**src/rtl/mdio_mgmt_pkg.sv**
```systemverilog
package mdio_mgmt_pkg;

    localparam int unsigned REG_IDX_W     = 2;
    localparam logic [1:0]  IDX_CTRL      = 2'd0;
    localparam logic [1:0]  IDX_CFG       = 2'd1;
    localparam logic [1:0]  IDX_STAT      = 2'd2;
    localparam logic [1:0]  IDX_WORD      = 2'd3;

    localparam int unsigned CTRL_EN_POS   = 4;
    localparam int unsigned CFG_DIV_LSB   = 18;
    localparam int unsigned DIV_CODE_W    = 3;
    localparam int unsigned STAT_IDLE_POS = 2;

    localparam int unsigned PREAMBLE_LEN  = 32;
    localparam int unsigned WORD_LEN      = 32;
    localparam int unsigned SEQ_LEN       = PREAMBLE_LEN + WORD_LEN;
    localparam int unsigned SEQ_IDX_W     = $clog2(SEQ_LEN);
    localparam int unsigned RD_DATA_W     = 16;
    localparam int unsigned RELEASE_IDX   = SEQ_LEN - RD_DATA_W - 1;
    localparam int unsigned SAMPLE_IDX    = SEQ_LEN - RD_DATA_W;

    typedef enum logic [1:0] {
        OPC_NONE0 = 2'b00,
        OPC_WRITE = 2'b01,
        OPC_READ  = 2'b10,
        OPC_NONE3 = 2'b11
    } mgmt_opc_e;

    typedef struct packed {
        logic [1:0]           start_code;
        mgmt_opc_e            opcode;
        logic [4:0]           phy_id;
        logic [4:0]           reg_id;
        logic [1:0]           turn;
        logic [RD_DATA_W-1:0] payload;
    } mgmt_word_t;

    function automatic int unsigned mdc_ratio(input logic [DIV_CODE_W-1:0] code);
        case (code)
            3'd0:    return 8;
            3'd1:    return 16;
            3'd2:    return 32;
            3'd3:    return 48;
            3'd4:    return 64;
            3'd5:    return 96;
            3'd6:    return 128;
            default: return 224;
        endcase
    endfunction

endpackage

```
**src/rtl/mdio_mdc_gen.sv**
```systemverilog
module mdio_mdc_gen
    import mdio_mgmt_pkg::*;
#(
    parameter int unsigned CNT_W = 8
) (
    input  logic                  clk,
    input  logic                  rst,
    input  logic                  run,
    input  logic [DIV_CODE_W-1:0] code,
    output logic                  mdc,
    output logic                  rise_tick,
    output logic                  fall_tick
);

    logic [CNT_W-1:0] cnt_q;
    logic [CNT_W-1:0] half;
    logic             phase_end;

    assign half      = CNT_W'(mdc_ratio(code) >> 1);
    assign phase_end = (cnt_q == half - CNT_W'(1));
    assign rise_tick = run && !mdc && phase_end;
    assign fall_tick = run &&  mdc && phase_end;

    always_ff @(posedge clk) begin
        if (rst || !run) begin
            cnt_q <= '0;
            mdc   <= 1'b0;
        end else if (phase_end) begin
            cnt_q <= '0;
            mdc   <= ~mdc;
        end else begin
            cnt_q <= cnt_q + CNT_W'(1);
        end
    end

endmodule

```
**src/rtl/mdio_frame_engine.sv**
```systemverilog
module mdio_frame_engine
    import mdio_mgmt_pkg::*;
(
    input  logic                 clk,
    input  logic                 rst,
    input  logic                 start,
    input  mgmt_word_t           word,
    input  logic                 rise_tick,
    input  logic                 fall_tick,
    input  logic                 mdio_i,
    output logic                 busy,
    output logic                 is_read,
    output logic                 done,
    output logic [RD_DATA_W-1:0] captured,
    output logic                 mdio_o,
    output logic                 mdio_oe
);

    logic [SEQ_LEN-1:0]   seq_q;
    logic [SEQ_IDX_W-1:0] idx_q;
    logic                 last_bit;
    logic                 released;

    assign last_bit = (idx_q == SEQ_IDX_W'(SEQ_LEN - 1));
    assign done     = busy && fall_tick && last_bit;
    assign released = is_read && (idx_q >= SEQ_IDX_W'(RELEASE_IDX));
    assign mdio_o   = busy ? seq_q[SEQ_LEN-1] : 1'b1;
    assign mdio_oe  = busy && !released;

    always_ff @(posedge clk) begin
        if (rst) begin
            busy     <= 1'b0;
            is_read  <= 1'b0;
            idx_q    <= '0;
            seq_q    <= '1;
            captured <= '0;
        end else if (start) begin
            busy     <= 1'b1;
            is_read  <= (word.opcode == OPC_READ);
            idx_q    <= '0;
            seq_q    <= {{PREAMBLE_LEN{1'b1}}, word};
            captured <= '0;
        end else if (busy) begin
            if (rise_tick && is_read && idx_q >= SEQ_IDX_W'(SAMPLE_IDX)) begin
                captured <= {captured[RD_DATA_W-2:0], mdio_i};
            end
            if (fall_tick) begin
                if (last_bit) begin
                    busy <= 1'b0;
                end else begin
                    idx_q <= idx_q + SEQ_IDX_W'(1);
                    seq_q <= {seq_q[SEQ_LEN-2:0], 1'b1};
                end
            end
        end
    end

endmodule

```
**src/rtl/mdio_reg_bank.sv**
```systemverilog
module mdio_reg_bank
    import mdio_mgmt_pkg::*;
(
    input  logic                  clk,
    input  logic                  rst,
    input  logic                  reg_wr,
    input  logic [REG_IDX_W-1:0]  reg_addr,
    input  logic [31:0]           reg_wdata,
    output logic [31:0]           reg_rdata,
    input  logic                  busy,
    input  logic                  done,
    input  logic                  is_read,
    input  logic [RD_DATA_W-1:0]  captured,
    output logic                  port_en,
    output logic [DIV_CODE_W-1:0] div_code,
    output logic                  start,
    output mgmt_word_t            word_q
);

    assign start = reg_wr && (reg_addr == IDX_WORD) && !busy;

    always_ff @(posedge clk) begin
        if (rst) begin
            port_en  <= 1'b0;
            div_code <= '0;
            word_q   <= '0;
        end else begin
            if (reg_wr && reg_addr == IDX_CTRL) port_en  <= reg_wdata[CTRL_EN_POS];
            if (reg_wr && reg_addr == IDX_CFG)
                div_code <= reg_wdata[CFG_DIV_LSB +: DIV_CODE_W];
            if (start) begin
                word_q <= mgmt_word_t'(reg_wdata);
            end else if (done && is_read) begin
                word_q.payload <= captured;
            end
        end
    end

    always_comb begin
        reg_rdata = '0;
        case (reg_addr)
            IDX_CTRL: reg_rdata[CTRL_EN_POS]                = port_en;
            IDX_CFG:  reg_rdata[CFG_DIV_LSB +: DIV_CODE_W]  = div_code;
            IDX_STAT: reg_rdata[STAT_IDLE_POS]              = !busy;
            default:  reg_rdata                             = word_q;
        endcase
    end

endmodule

```
**src/rtl/mdio_mgmt_ctrl.sv**
```systemverilog
module mdio_mgmt_ctrl
    import mdio_mgmt_pkg::*;
#(
    parameter int unsigned CNT_W = 8
) (
    input  logic        clk,
    input  logic        rst,
    input  logic        reg_wr,
    input  logic [1:0]  reg_addr,
    input  logic [31:0] reg_wdata,
    output logic [31:0] reg_rdata,
    output logic        mdc,
    input  logic        mdio_i,
    output logic        mdio_o,
    output logic        mdio_oe
);

    logic                  busy;
    logic                  is_read;
    logic                  done;
    logic [RD_DATA_W-1:0]  captured;
    logic                  mdio_en;
    logic [DIV_CODE_W-1:0] div_code;
    logic                  start;
    mgmt_word_t            word_q;
    logic                  rise_tick;
    logic                  fall_tick;
    logic [15:0]           word_hi;

    assign word_hi = word_q[31:16];

    mdio_reg_bank u_regs (
        .clk       (clk),
        .rst       (rst),
        .reg_wr    (reg_wr),
        .reg_addr  (reg_addr),
        .reg_wdata (reg_wdata),
        .reg_rdata (reg_rdata),
        .busy      (busy),
        .done      (done),
        .is_read   (is_read),
        .captured  (captured),
        .port_en   (mdio_en),
        .div_code  (div_code),
        .start     (start),
        .word_q    (word_q)
    );

    mdio_mdc_gen #(.CNT_W(CNT_W)) u_mdc (
        .clk       (clk),
        .rst       (rst),
        .run       (mdio_en && busy),
        .code      (div_code),
        .mdc       (mdc),
        .rise_tick (rise_tick),
        .fall_tick (fall_tick)
    );

    mdio_frame_engine u_eng (
        .clk       (clk),
        .rst       (rst),
        .start     (start),
        .word      (mgmt_word_t'(reg_wdata)),
        .rise_tick (rise_tick),
        .fall_tick (fall_tick),
        .mdio_i    (mdio_i),
        .busy      (busy),
        .is_read   (is_read),
        .done      (done),
        .captured  (captured),
        .mdio_o    (mdio_o),
        .mdio_oe   (mdio_oe)
    );

endmodule

```
**config.mk**
```make
export PLATFORM = sky130hd
export DESIGN_NAME = mdio_mgmt_ctrl
export DESIGN_NICKNAME = d
export VERILOG_FILES = /design/src/rtl/mdio_mgmt_pkg.sv /design/src/rtl/mdio_mdc_gen.sv /design/src/rtl/mdio_frame_engine.sv /design/src/rtl/mdio_reg_bank.sv /design/src/rtl/mdio_mgmt_ctrl.sv
export SDC_FILE = /design/constraint.sdc
export NUM_CORES = 1
export LEC_CHECK = 0
export BUFFER_PORTS_ARGS = -buffer_cell sky130_fd_sc_hd__buf_2
export CELL_PAD_IN_SITES_DETAIL_PLACEMENT = 0
export CELL_PAD_IN_SITES_GLOBAL_PLACEMENT = 2
export CORE_MARGIN = 3
export CORE_UTILIZATION = 39
export CTS_BUF_LIST = sky130_fd_sc_hd__clkbuf_2
export DETAILED_ROUTE_END_ITERATION = 8
export GPL_TIMING_DRIVEN = 0
export PLACE_DENSITY_LB_ADDON = 0.12
export SLEW_MARGIN = 20
export SYNTH_ARGS = -nofsm -noshare
export SYNTH_HDL_FRONTEND = slang
export SYNTH_SLANG_ARGS = --single-unit
```
**constraint.sdc**
```tcl
create_clock -name clk -period 7.1 [get_ports clk]
set_input_delay 1.42 -clock clk [delete_from_list [all_inputs] [get_ports clk]]
set_output_delay 1.42 -clock clk [all_outputs]
set_load 0.02 [all_outputs]
```
==> metrics, run 1 <==
status=finished, final reports clean; Power Density=215 nW/um2; first-pass GRT wire length=26200 um; Max Freq=240 MHz; biggest area consumer among synthesized cells=dfxtp_1; commonest non-fill, non-tap cells in the layout=dfxtp_1 (133), buf_2 (82), nand3_1 (76), nor2_1 (54), clkbuf_1 (45); Post-Syn Area=5790 um2; worst skew pair latency=0.70 ns; Synth area leaders=dfxtp_1 (46%), nand3_1 (6.6%), a221o_1 (5.2%); flops & latches, synth=133; syn_area_per_cell=8.71 um2; post-synth top area share=46.0%; via count=5220; fill cell count=1470; cts hold-fix bufs=0; area added between synthesis and finish=14.5%; Worst Hold Class=reg2reg; asr flop ratio synth=0%; grt total ovfl=0; critical path class=in2out; final setup violating endpoints=0; Root Driver=clkbuf_2; Port Buffer Count=69; Syn Nets=705; max_cap viols=0; CTS tree=built; RSZ-0062 raised after global routing=false; Syn. warnings=0; vias per cell=5.52; Final TNS setup=0 ns; Final min period=4.16 ns; layout cells sized above 1=16.2%; Die Y=128 um; clk_skew=0.0403 ns; Synth Area in XOR/XNOR=1.51%; Worst Path Max Fanout=10; fin area=6630 um2; largest family of logic cells by synthesized area=simple AND/OR/NAND/NOR gates; initial DRC count=342; Post-Route WL=15900 um; post-synthesis sequential area ratio=46.0%; initial antenna violation count=0; routed len/inst=16.8 um; Final Hold Viols=0; CTS max path bufs=2; Post-layout nets=793; number of core rows=43; Synth Area in Simple Gates=27.9%; Compound-Gate Fraction of Synth Area=15.3%; Tot GR Track Use=20.0%; clock-pin slew on the worst setup and hold paths=0.19 ns; pin count of the biggest net entering global routing=17; area of the core=14200 um2; adder-cell share of the synthesized area=0.649%; synth unique cells=51; vias in the first global route=5158; Antenna Cells=0; slew margin rel.=53.9%; Pleak=2.75 nW; Final WS setup=2.94 ns; final-report max-slew violation count=0; Starting Density=40.7%; most common library cell in the layout ignoring fill and taps=dfxtp_1; Cells after Synth=664; GP Congestion=0.842; H-tree depth=4; postcts setup bufs=0; Post-Place Setup Slack=2.90 ns; mux contribution to synthesized area=4.17%; Post-DP HPWL=11500 um; dominant synthesized flop cell=dfxtp_1; Arrival @ worst endpoint=2.74 ns; TritonCTS buffer count=17; maximum vdd drop=0.000127 V; Antenna Nets Post-Route=0; chip width=128 um; dpl cell area=6360 um2; IO Pins=73; CTS resizes=0; Pre-Repair DR Iteration Count=5; fin crit share=58.6%; CP Launch Type=input port; area of the die=16300 um2; critical path required time=5.68 ns; drc violations=0; EDFF count, synth=0; Crit. End Element=primary output; CTS sink count=133; Least-Margin Pin Slew=0.692 ns
[critical path, stage by stage]
cell	delay (ns)
clkbuf_1	0.31
clkbuf_1	0.50
nor2_1	0.10
a22o_1	0.24
buf_2	0.17
[through the flow]
| stage | util, % | total power [W] | std cells | hold WS, ns |
|---|---|---|---|---|
| 4_1_cts | 46.6 | 0.00144 | 945 | 0.467 |
| 3_3_place_gp | 44.7 | 0.000921 | 913 | 0.429 |
| 5_1_grt | 46.6 | 0.00149 | 945 | 0.484 |
| 2_1_floorplan | - | 0.000874 | 664 | 0.418 |
| 3_5_place_dp | 44.7 | 0.000922 | 913 | 0.444 |
| 6_report | 46.6 | 0.00142 | 945 | 0.462 |
[registers in the layout (all words and copies together) (netlist names)]
register         cells
u_eng.captured      16
u_eng.is_read        1
u_regs.word_q       32
u_mdc.mdc            1
u_eng.busy           1
u_regs.div_code      3
u_regs.port_en       1
u_eng.seq_q         64
u_mdc.cnt_q          8
u_eng.idx_q          6
[power breakdown]
part | switching, W | internal, W | total [W]
clock network | 0.000287 | 0.000227 | 0.000514
registers | 0.0000104 | 0.000766 | 0.000776
logic | 0.0000843 | 0.0000462 | 0.000131
[kinds of logic after synthesis]
group                      Yosys count
and+or+nand+nor                    305
DFF                                133
AOI/OAI and AO/OA                  126
buffers and inverters               63
muxes                               24
xor gates and xnor gates            10
adders and majority gates            3
[final cells by class]
cell class | count | area (um2) | share of cell area (%)
plain buffers | 61 | 253 | 3.81
flip-flops and latches | 133 | 2660 | 40.2
clock buffers | 17 | 85.1 | 1.28
repair buffers | 69 | 345 | 5.21
clock inverters | 15 | 184 | 2.78
multi-input cells | 468 | 2860 | 43.2
inverters | 2 | 7.51 | 0.113
well taps | 180 | 225 | 3.40
[worst paths after layout]
kind | slack, ns | startpoint | depth (start not counted) | end
setup / recovery | 2.94 | reg_addr[1] | 5 | reg_rdata[4]
setup reg to reg | 3.75 | u_regs.div_code[1] | 11 | u_eng.seq_q[32]
hold reg to reg | 0.46 | u_mdc.cnt_q[0] | 1 | u_mdc.cnt_q[0]
hold / removal | 0.46 | u_mdc.cnt_q[0] | 1 | u_mdc.cnt_q[0]
[synth_stat cells, drive strengths merged, types with 3 or more instances]
| master | instances |
|---|---|
| nand2b | 22 |
| xor2 | 3 |
| or3 | 4 |
| a221o | 30 |
| dfxtp | 133 |
| xnor2 | 7 |
| or2 | 3 |
| ha | 3 |
| nor2 | 54 |
| a21oi | 26 |
| buf | 16 |
| nor2b | 4 |
| a21o | 14 |
| or4 | 3 |
| nand2 | 41 |
| nand3b | 4 |
| nor4 | 17 |
| nand3 | 76 |
| o21ai | 39 |
| nor3b | 17 |
| nor3 | 22 |
| and3 | 30 |
| mux2i | 23 |
| and2 | 3 |
| o31ai | 4 |
| clkbuf | 45 |
[metal layers]
metal	global-route usage (%)	vias to the layer above	wire length, um
met5	0	-	0
met1	25.6	2509	7240
met4	7.99	0	417
met2	32.4	117	7450
met3	4.88	26	777
li1	-	2568	-
Note: power is estimated with default switching activity, not from simulation.
==> run 2, diff against run 1 <==
--- a/config.mk
+++ b/config.mk
@@ -9,7 +9,7 @@
 export CELL_PAD_IN_SITES_DETAIL_PLACEMENT = 0
 export CELL_PAD_IN_SITES_GLOBAL_PLACEMENT = 2
 export CORE_MARGIN = 3
-export CORE_UTILIZATION = 39
+export CORE_UTILIZATION = 33
 export CTS_BUF_LIST = sky130_fd_sc_hd__clkbuf_2
 export DETAILED_ROUTE_END_ITERATION = 8
 export GPL_TIMING_DRIVEN = 0
==> constraint.sdc (replaced) <==
create_clock -name clk -period 3.3 [get_ports clk]
set_input_delay 0.66 -clock clk [delete_from_list [all_inputs] [get_ports clk]]
set_output_delay 0.66 -clock clk [all_outputs]
set_load 0.02 [all_outputs]
==> run 2 against run 1 <==
Sequential share of layout area fell by 0.45 points. Largest power group unchanged. First-iteration DRC count fell by 25%. Routed wire length rose by 5.7%. Largest cell class unchanged. Critical endpoint is now u_regs.word_q[14]. Combinational power rose by 120%. Critical path type is now reg2reg.
==> metrics, run 2 (synthesis results as in run 1) <==
Power Density=433 nW/um2; Pwr Total=0.00290 W; initial antenna violation count=1; area added between synthesis and finish=15.8%; IO Pins=73; Worst Hold Class=in2reg; Crit. End Element=flop; initial DRC count=255; final-report max-slew violation count=0; Post-DP HPWL=12100 um; maximum vdd drop=0.000141 V; Least-Margin Pin Slew=0.676 ns; number of core rows=47; via count=5235; area of the die=19200 um2; clock-pin slew on the worst setup and hold paths=0.18 ns; vias in the first global route=5226; Die Y=138 um; pin count of the biggest net entering global routing=17; max_cap viols=0; Pleak=2.76 nW; most common library cell in the layout ignoring fill and taps=dfxtp_1; critical path class=reg2reg; layout cells sized above 1=17.6%; Final Hold Viols=0; fin cells=986; Pre-Repair DR Iteration Count=4; Root Driver=clkbuf_2; Antenna Nets Post-Route=0; routed len/inst=17.0 um; CTS tree=built; H-tree depth=4; slew margin rel.=54.9%; first-pass GRT wire length=27500 um; commonest non-fill, non-tap cells in the layout=dfxtp_1 (133), buf_2 (82), nand3_1 (75), nor2_1 (53); Post-Place Setup Slack=-0.204 ns; Post-Route WL=16800 um; fill cell count=1749; clk_skew=0.0302 ns; Tot GR Track Use=17.6%; Worst Path Max Fanout=10; final setup violating endpoints=0; critical path required time=3.87 ns; GP Congestion=0.782; TritonCTS buffer count=17; Post-layout nets=793; CP Launch Type=flop; drc violations=0; Final WS setup=0.171 ns; Starting Density=34.3%; Port Buffer Count=69; Reg area=2660 um2; CTS sink count=133; status=finished, final reports clean; biggest regs=u_eng.seq_q: 64 flops, u_regs.word_q: 32 flops, u_eng.captured: 16 flops; vias per cell=5.31; dpl cell area=6410 um2; worst skew pair latency=0.71 ns; max FFs per register=64; CTS max path bufs=2; fin area=6700 um2; fin crit share=94.8%; area of the core=16900 um2; Final min period=3.13 ns; placed instance count=953; cts hold-fix bufs=0; Max Freq=320 MHz; Arrival @ worst endpoint=3.70 ns; chip width=138 um; grt total ovfl=0; footprint of the multi-input gates=2930 um2; Largest Register=u_eng.seq_q
## run 2: cell types whose count changed in the layout (fill, tap and decap cells not counted), sizes merged
cell | previous run | this run
diode | 0 | 1
clkinv | 7 | 8
clkbuf | 62 | 65
bufinv | 4 | 2
clkinvlp | 2 | 1
buf | 85 | 86
inv | 4 | 2
## run 2: critical path: stages, from the launching register on
cell      delay, ns
dfxtp_1        0.33
buf_2          0.17
or3_4          0.41
ha_1           0.30
xnor2_4        0.24
or3b_1         0.42
and4_4         0.21
a211oi_4       0.35
buf_4          0.26
nor3b_1        0.25
nor4_1         0.08
## run 2: area by class of cell
cell class / count / area share, %
inverter: 2 / 0.112
multi-input combinational: 468 / 43.7
sequential: 133 / 39.7
timing repair buffer: 70 / 5.27
buffer: 60 / 3.81
clock inverter: 11 / 1.64
tap: 220 / 4.11
antenna: 1 / 0.0373
clock buffer: 21 / 1.57
## run 2: worst paths after layout
check	endpoint	from	cells after the start	slack, ns
min reg2reg	u_regs.word_q[16]	u_regs.word_q[16]	2	0.46
max reg2reg	u_regs.word_q[14]	u_regs.div_code[0]	10	0.17
max	u_regs.word_q[14]	u_regs.div_code[0]	10	0.17
min	u_eng.captured[0]	mdio_i	3	0.18
## run 2: through the flow
| stage | utilization (%) | hold slack, ns | setup TNS (ns) |
|---|---|---|---|
| floorplan | - | 0.418 | 0 |
| global placement | 38.0 | 0.429 | -1.41 |
| detailed placement | 38.0 | 0.444 | -2.45 |
| CTS | 39.3 | 0.103 | 0 |
| global route | 39.7 | 0.127 | -0.0634 |
| finish | 39.7 | 0.182 | 0 |
## run 2: per-layer routing
metal  vias up  global-route usage, %  share of wire, %  wire length, um
met5         -                      0                 0                0
met4         0                   4.89               1.1              184
met3        14                   4.70               4.5              753
met2       101                   28.7                47             7940
met1      2547                   23.0                47             7910
li1       2573                      -                 -                -
## run 2: repair_timing
item,4_1_cts,5_1_grt
gates resized for setup,2,14
buffers inserted,0,1
pin swaps,0,2
endpoints found under the setup margin,50,63
## run 2: report_power, final
part,switching [W],internal [W]
clock,0.000593,0.000350
combinational,0.000187,0.000102
sequential,0.0000220,0.00165
total,0.000802,0.00210
==> run 3, diff against run 2 <==
--- a/config.mk
+++ b/config.mk
@@ -9,7 +9,7 @@
 export CELL_PAD_IN_SITES_DETAIL_PLACEMENT = 0
 export CELL_PAD_IN_SITES_GLOBAL_PLACEMENT = 2
 export CORE_MARGIN = 3
-export CORE_UTILIZATION = 33
+export CORE_UTILIZATION = 36
 export CTS_BUF_LIST = sky130_fd_sc_hd__clkbuf_2
 export DETAILED_ROUTE_END_ITERATION = 8
 export GPL_TIMING_DRIVEN = 0
==> constraint.sdc (replaced) <==
create_clock -name clk -period 3.39 [get_ports clk]
set_input_delay 0.678 -clock clk [delete_from_list [all_inputs] [get_ports clk]]
set_output_delay 0.678 -clock clk [all_outputs]
set_load 0.02 [all_outputs]
==> run 3 against run 2 <==
Non-clock buffer count rose by 1. Critical endpoint is now u_eng.seq_q[31]. Worst setup slack better by 0.045 ns. Final area decreased by 0.15%. Sequential share of layout area rose by 0.059 points. Power is essentially flat. Routed wire length is 1.7% lower. Combinational power fell by 2%. Critical path type unchanged. Hold slack improved by 0.042 ns. Sequential power is 2% lower. First-iteration DRC count grew 30%. Die area down 8.0%.
==> metrics, run 3 (synthesis results as in run 1) <==
initial DRC count=331; biggest regs=u_eng.seq_q: 64 flops, u_regs.word_q: 32 flops, u_eng.captured: 16 flops; max_cap viols=0; clock-pin slew on the worst setup and hold paths=0.20 ns; Antenna Nets Post-Route=0; area of the core=15500 um2; RSZ-0062 raised after global routing=false; CP max-delay cell=dfxtp_1; chip width=133 um; clk_skew=0.0318 ns; Final min period=3.17 ns; maximum vdd drop=0.000265 V; TritonCTS buffer count=17; final-report max-slew violation count=0; Pleak=2.76 nW; commonest non-fill, non-tap cells in the layout=dfxtp_1 (133), buf_2 (82), nand3_1 (75), nor2_1 (53), clkbuf_1 (43); critical path class=reg2reg; final setup violating endpoints=0; fin area=6690 um2; Arrival @ worst endpoint=3.75 ns; first-pass GRT wire length=26300 um; vias per cell=5.38; Critical Path Max Stage Delay=0.42 ns; H-tree depth=4; vias in the first global route=5100; number of core rows=45; IO Pins=73; Antenna Cells=0; Die Y=133 um; fill cell count=1604; Worst Hold Class=in2reg; via count=5261; placed instance count=944; max FFs per register=64; status=finished, final reports clean; Final Hold Viols=0; Largest Register=u_eng.seq_q; critical path required time=3.96 ns; Post-Route WL=16500 um; fin cells=977; Least-Margin Pin Slew=0.682 ns; fin crit share=93.6%; Power Density=434 nW/um2; routed len/inst=16.9 um; most common library cell in the layout ignoring fill and taps=dfxtp_1; pin count of the biggest net entering global routing=17; Post-layout nets=794; CTS max path bufs=2; layout cells sized above 1=17.1%; Crit. End Element=flop; dpl cell area=6390 um2; slew margin rel.=54.6%; Root Driver=clkbuf_2; Worst Path Max Fanout=10; grt total ovfl=0; initial antenna violation count=0; area added between synthesis and finish=15.6%; worst skew pair latency=0.68 ns; Tot GR Track Use=18.7%; Port Buffer Count=69; GP Congestion=0.807; Max Freq=315 MHz; CTS sink count=133; drc violations=0; CP Launch Type=flop; area of the die=17600 um2; CP cell instances=clkbuf_1 -> nand2b_1 -> ha_1 -> nor4bb_1 -> a221oi_1 -> or2_2 -> nand2_1 -> a21oi_1 -> buf_2 -> a221o_1; Starting Density=37.4%; Post-DP HPWL=11800 um; Pre-Repair DR Iteration Count=5; CTS tree=built
## run 3: final cells by class
| cell class | count | area (um2) | area share [%] |
|---|---|---|---|
| flip-flops and latches | 133 | 2660 | 39.8 |
| multi-input cells | 468 | 2910 | 43.5 |
| well taps | 211 | 264 | 3.95 |
| clock buffers | 21 | 105 | 1.57 |
| plain buffers | 61 | 255 | 3.82 |
| inverters | 2 | 7.51 | 0.112 |
| repair buffers | 70 | 353 | 5.27 |
| clock inverters | 11 | 134 | 2.00 |
## run 3: per-stage QoR
stage	worst slack (ns)	util [%]	TNS [ns]	hold slack, ns	total power [W]
finish	0.216	43.2	0	0.225	0.00290
global route	0.00876	43.2	0	0.136	0.00304
floorplan	0.482	-	0	0.418	0.00183
global placement	-0.00810	41.3	-0.00810	0.429	0.00193
detailed placement	-0.0496	41.3	-0.0735	0.439	0.00193
CTS	0.0397	42.9	0	0.135	0.00294
## run 3: worst paths after layout
path | from | end | slack [ns] | cells after the start
worst max register to register | u_regs.div_code[2] | u_eng.seq_q[31] | 0.22 | 10
worst max-delay path | u_regs.div_code[2] | u_eng.seq_q[31] | 0.22 | 10
worst min-delay path | mdio_i | u_eng.captured[0] | 0.22 | 3
worst min register to register | u_mdc.cnt_q[0] | u_mdc.cnt_q[0] | 0.46 | 1
## run 3: per-layer routing
metal  vias up  share of wire, %  track usage (%)
li1       2573                 -                -
met1      2574                46             23.7
met2        97                48             31.1
met3        17               4.4             4.79
met4         0               1.8             6.18
met5         -                 0                0
## run 3: what timing repair did
| action | 4_1_cts | 5_1_grt |
|---|---|---|
| buffers inserted | 0 | 1 |
| pin swaps | 0 | 2 |
| setup endpoints to repair | 14 | 52 |
| gates resized for setup | 2 | 7 |
| hold buffers | 0 | 0 |
| endpoints found under the hold margin | 0 | 0 |
| gates cloned | 0 | 0 |
## run 3: worst max-delay path: cells and delay by family, from the launching register on
family	cells	cell delay, ns
AND/OR/NAND/NOR	4	1.13
buffers and inverters	2	0.58
AO/OA/AOI/OAI	3	0.64
flip-flops	1	0.42
adder cells (fa/ha/maj)	1	0.29
## run 3: where the power goes
part | switching, W | total [W] | internal [W]
combinational | 0.000183 | 0.000282 | 0.0000989
sequential | 0.0000220 | 0.00163 | 0.00160
clock | 0.000581 | 0.000995 | 0.000414
